File: config.mk
export PLATFORM = sky130hd
export DESIGN_NAME = sig_loss_mon
export DESIGN_NICKNAME = d
export VERILOG_FILES = /design/src/rtl/sig_loss_pkg.sv /design/src/rtl/sig_loss_dp.sv /design/src/rtl/sig_loss_ctrl.sv /design/src/rtl/sig_loss_mon.sv
export SDC_FILE = /design/constraint.sdc
export NUM_CORES = 1
export LEC_CHECK = 0
export ABC_AREA = 0
export BUFFER_PORTS_ARGS = -buffer_cell sky130_fd_sc_hd__buf_2
export CELL_PAD_IN_SITES_DETAIL_PLACEMENT = 1
export CELL_PAD_IN_SITES_GLOBAL_PLACEMENT = 1
export CORE_UTILIZATION = 41
export CTS_BUF_LIST = sky130_fd_sc_hd__clkbuf_2 sky130_fd_sc_hd__clkbuf_4 sky130_fd_sc_hd__clkbuf_8
export DETAILED_ROUTE_END_ITERATION = 8
export GPL_TIMING_DRIVEN = 0
export PLACE_DENSITY = 0.8
export SLEW_MARGIN = 20
export SYNTH_ARGS = -nofsm -noshare
export SYNTH_HDL_FRONTEND = slang
export SYNTH_HIERARCHICAL = 1
export SYNTH_SLANG_ARGS = --single-unit
File: constraint.sdc
create_clock -name clk -period 1.5 [get_ports clk]
set_input_delay 0.3 -clock clk [delete_from_list [all_inputs] [get_ports clk]]
set_output_delay 0.3 -clock clk [all_outputs]
set_load 0.02 [all_outputs]
File: src/rtl/sig_loss_pkg.sv
package sig_loss_pkg;
  // Strobes passed from the datapath to the alarm control each cycle.
  typedef struct packed {
    logic quietExpire; // quiet run has gone past the window in this word
    logic sdActive;    // external detect line is in its active state
  } lossEvt_t;
endpackage

File: src/rtl/sig_loss_dp.sv
module sig_loss_dp
  import sig_loss_pkg::*;
#(
  parameter int QUIET_CYCLES = 288,
  parameter int WORD_W = 4
) (
  input  logic              clk,
  input  logic              rstN,
  input  logic [WORD_W-1:0] rxWord,
  input  logic              sigDetIn,
  input  logic              polSel,
  output logic [WORD_W-1:0] rxDataOut,
  output lossEvt_t          evt
);
  localparam int CNT_W = $clog2(QUIET_CYCLES + 1);
  localparam logic [CNT_W-1:0] CNT_LIMIT = CNT_W'(QUIET_CYCLES);

  logic [WORD_W-1:0] rxHoldQ;
  logic [WORD_W-1:0] edgeVec;
  logic [CNT_W-1:0]  quietCntQ;
  logic              hasEdge;

  // Seam between words: the latest bit of the previous word against bit 0.
  assign edgeVec[0] = rxWord[0] ^ rxHoldQ[WORD_W-1];
  // Changes inside the current word.
  generate
    for (genvar i = 1; i < WORD_W; i++) begin : g_inner
      assign edgeVec[i] = rxWord[i] ^ rxWord[i-1];
    end
  endgenerate
  assign hasEdge = |edgeVec;

  always_ff @(posedge clk or negedge rstN) begin
    if (!rstN) begin
      rxHoldQ   <= '0;
      quietCntQ <= '0;
    end else begin
      rxHoldQ <= rxWord;
      if (hasEdge)
        quietCntQ <= '0;
      else if (quietCntQ != CNT_LIMIT)
        quietCntQ <= quietCntQ + 1'b1;
    end
  end

  assign rxDataOut       = rxHoldQ;
  assign evt.quietExpire = !hasEdge && (quietCntQ == CNT_LIMIT);
  assign evt.sdActive    = sigDetIn ^ polSel;

  // the run counter never goes past its window.
  a_r2_count_bounded: assert property (@(posedge clk) disable iff (!rstN)
    quietCntQ <= CNT_LIMIT);
  // the receive word passes through one cycle later.
  a_r9_pass_through: assert property (@(posedge clk) disable iff (!rstN)
    1'b1 |=> rxDataOut == $past(rxWord));
endmodule

File: src/rtl/sig_loss_ctrl.sv
module sig_loss_ctrl
  import sig_loss_pkg::*;
(
  input  logic     clk,
  input  logic     rstN,
  input  lossEvt_t evt,
  input  logic     frameFound,
  output logic     losFlag,
  output logic     txZeroForce,
  output logic     refLockSel
);
  logic losQ;
  logic setReq;

  assign setReq = evt.quietExpire | evt.sdActive;

  // Set has priority over the clear from the frame synchroniser.
  always_ff @(posedge clk or negedge rstN) begin
    if (!rstN)
      losQ <= 1'b0;
    else if (setReq)
      losQ <= 1'b1;
    else if (frameFound)
      losQ <= 1'b0;
  end

  assign losFlag     = losQ;
  assign txZeroForce = losQ;
  assign refLockSel  = losQ;

  // an expired quiet window raises the alarm.
  a_r3_quiet_sets: assert property (@(posedge clk) disable iff (!rstN)
    evt.quietExpire |=> losQ);
  // an active detect line wins over a framing strobe.
  a_r5_detect_blocks_clear: assert property (@(posedge clk) disable iff (!rstN)
    evt.sdActive && frameFound |=> losQ);
  // the alarm holds without a framing strobe.
  a_r6_latched: assert property (@(posedge clk) disable iff (!rstN)
    losQ && !frameFound |=> losQ);
  // a framing strobe with no set condition clears the alarm.
  a_r7_frame_clears: assert property (@(posedge clk) disable iff (!rstN)
    frameFound && !evt.sdActive && !evt.quietExpire |=> !losQ);
endmodule

File: src/rtl/sig_loss_mon.sv
module sig_loss_mon
  import sig_loss_pkg::*;
#(
  parameter int QUIET_CYCLES = 288
) (
  input  logic       clk,
  input  logic       rstN,
  input  logic [3:0] rxWord,
  input  logic       sigDetIn,
  input  logic       polSel,
  input  logic       frameFound,
  output logic [3:0] rxDataOut,
  output logic       losFlag,
  output logic       txZeroForce,
  output logic       refLockSel
);
  lossEvt_t evt;

  sig_loss_dp #(.QUIET_CYCLES(QUIET_CYCLES), .WORD_W(4)) u_dp (
    .clk(clk), .rstN(rstN), .rxWord(rxWord), .sigDetIn(sigDetIn),
    .polSel(polSel), .rxDataOut(rxDataOut), .evt(evt)
  );

  sig_loss_ctrl u_ctrl (
    .clk(clk), .rstN(rstN), .evt(evt), .frameFound(frameFound),
    .losFlag(losFlag), .txZeroForce(txZeroForce), .refLockSel(refLockSel)
  );

  // a detect line opposite to the polarity select raises the alarm.
  a_r4_polarity: assert property (@(posedge clk) disable iff (!rstN)
    (sigDetIn != polSel) |=> losFlag);
endmodule

==> metrics.cfg <==
[yosys]
ys_types = 24
yosysTopAreaCellShare_pct = 50.27
avgSynthCellArea_um2 = 10.40
synth-seq-cells = 14
yosysSeqAreaShare_pct = 50.27
syn_area_um2 = 696.9
synthTopCellsByArea = dfrtp_1 (50%), a21oi_1 (5.0%), nand3_1 (4.3%)
syn-num-nets = 78
ys_warn_count = 6
synthCells = 67
yosys.area.top_type = dfrtp_1

[routing]
via_count = 592
top_layer_used = met4
drtPass1Iterations = 4
wl_met3_um = 52
drcViolationCount = 0
m1WireLength_um = 750
wire_per_inst_um = 16.89
via_per_inst = 5.804
dr_wl_met2_um = 885
finalWirelength_mm = 1.723
drt_iter0_drc = 6
postRouteAntennaNets = 0

[die]
core_mm2 = 0.001541
fp.dieH_um = 43.23
initial_core_util_pct = 45.21
num_rows = 14
dieArea_mm2 = 0.001869
ios = 16
die_w_um = 43.23

[pwr]
p_total_uw = 692.2
power_density_mw_per_mm2 = 808.8
leakagePower_nw = 0.3493
ir_worst_vdd_uv = 527.9

[job]
drv_cap = 0

[global_route]
antenna_found_initial = 0
grt_pass1_wl_mm = 2.718
grt_max_degree = 15
overflow = 0
grt_util_all_layers_pct = 19.96
grt_pass1_vias = 581

[place]
gp_congestion = 0.7954
dpl.hpwl_mm = 1.149
numPortBuffers = 15
dpl.cell_count = 98

[sta]
fmax_mhz = 705.6
rsz0062_at_grt = false
slew_violations = 0
tightest_slew_ps = 401.2
maxSlewHeadroom_pct = 73.18
period_share_pct = 94.48
period_minus_slack_ps = 1417
finClkSkew_ps = 2.460
setup_violations = 0
hold_violations = 0

[setup_path]
setup.worst_path.end_class = register
r2r_cells = 5
crit_path_max_fanout = 8
crit_type = reg2reg
crit_required_ps = 1700
cp_slowest_stage_delay_ps = 530
path_cells = buf_6 -> or4b_4 -> nor3_1 -> nor2_1 -> o21ai_1
cp_slowest_cell = or4b_4
critPathArrivalTime_ps = 1620
r2r_end = u_ctrl/losFlag
r2r_slack_ps = 80
crit_buf_inv = 1
r2r_start = u_dp/quietCntQ[2]
cp_top_family = simple AND/OR/NAND/NOR gates
worstSetupStartpointType = register

[cells_and_area]
stdcell_count = 102
nets = 99
drive_gt1_share_pct = 32.56
antenna_cells = 0
area_delta_synth_final_pct = 22.80

[min_path]
min_to = u_dp/rxDataOut[1]
min_path_type = in2reg
hold_path_depth = 1
min_from = rxWord[1]

[status]
status = finished, final reports clean

[clock_tree]
cts_tree = built
ctsLongestPathBuffers = 2
cts.sinks = 14
cts.clk_slew.worst_paths_ps = 80
post_cts_buffers = 0
clock_latency_ps = 270
ctsHtreeMaxLevel = 1
clockRootBuffer = clkbuf_4
cts_buffers = 3

==> worst max-delay path by stage <==
| stage | start | to | cells after the start |
|---|---|---|---|
| CTS | u_dp/rxDataOut[3] | u_ctrl/losFlag | 5 |
| floorplan | u_dp/quietCntQ[0] | u_dp/quietCntQ[2] | 5 |
| finish | u_dp/quietCntQ[2] | u_ctrl/losFlag | 5 |
| global route | u_dp/quietCntQ[1] | u_dp/quietCntQ[8] | 4 |
| detailed placement | rxWord[2] | u_ctrl/losFlag | 6 |
| global placement | u_dp/quietCntQ[0] | u_dp/quietCntQ[2] | 5 |
==> power breakdown <==
| group | internal [mW] | leakage, nW | switching, mW |
|---|---|---|---|
| sequential | 0.387 | 0.181 | 0.00718 |
| combinational | 0.0349 | 0.154 | 0.0519 |
| clock | 0.0929 | 0.0138 | 0.119 |
==> placed cells by master, fill, tap and decap left out <==
cell type      count
dfrtp_2            1
or4b_4             1
nor4_2             1
xnor2_1            1
o21ai_1            3
nor2_1             3
dfrtp_1           13
buf_6              1
buf_4              2
o21ai_0            4
and4_2             1
nor4b_2            1
a211o_1            1
mux2i_4            1
nand4_1            2
nand4bb_1          1
clkbuf_4           3
a21oi_1            7
ha_1               2
or3_1              4
dlygate4sd3_1      1
inv_1              6
buf_2             15
xor2_1             2
nor3_1             1
nor4bb_4           1
nand2_1            1
nand3_1            6
==> per-layer routing <==
layer	vias to the layer above	GRT usage [%]
met2	13	33.73
met1	298	24.73
met3	4	5.106
met5	-	0
met4	0	6.061
li1	277	-
==> per-stage QoR <==
stage	util (%)	hold slack [ps]	setup WS, ps	setup TNS (ps)	cell area [um2]
final	55.52	159.6	82.85	0	855.8
after global routing	55.52	152.0	15.77	0	855.8
after CTS	53.90	145.6	9.647	0	830.8
after detailed placement	51.38	215.3	-64.98	-170.2	792.0
after global placement	51.38	212.6	-33.63	-62.01	792.0
after floorplan	-	4.409	130.6	0	696.9
==> cell families after synthesis <==
kind of cell	share of synthesized area, %
AND/OR/NAND/NOR	22.08
AO/OA/AOI/OAI	11.31
flip-flops	50.27
buffers and inverters	7.001
XOR/XNOR	3.771
adder cells (fa/ha/maj)	3.590
multiplexers	1.974
==> final cells by class <==
cell class	instances	area (um2)
Tap cell	16	20.02
Clock buffer	3	22.52
Buffer	3	26.28
Inverter	6	22.52
Sequential cell	14	351.6
Fill cell	177	685.7
Multi-Input combinational cell	44	327.8
Timing Repair Buffer	16	85.08
==> Yosys cell counts (all sizes together) <==
library cell and count:
xnor2 1, nor4b 1, nor4 1, or4b 1, xor2 2, nor3 1, and4 1, nor4bb 1
nand3 6, or3 4, ha 2, a211o 1, nand4 2, nand4bb 1, dfrtp 14, buf 3
nor2 3, mux2i 1, a21oi 7, nand2 1, inv 6, o21ai 7
==> state kept, by name, indices dropped and copies added (netlist names) <==
signal / count
u_dp/quietCntQ: 9
u_dp/rxDataOut: 4
u_ctrl/losFlag: 1
==> timing repair <==
| item | in CTS | in global routing |
|---|---|---|
| endpoints found under the setup margin | 3 | 5 |
| hold endpoints to repair | 14 | 0 |
| resized for setup | 1 | 4 |
| pin swaps | 0 | 1 |
| hold buffers | 1 | 0 |
(Power assumes the default switching activity.)
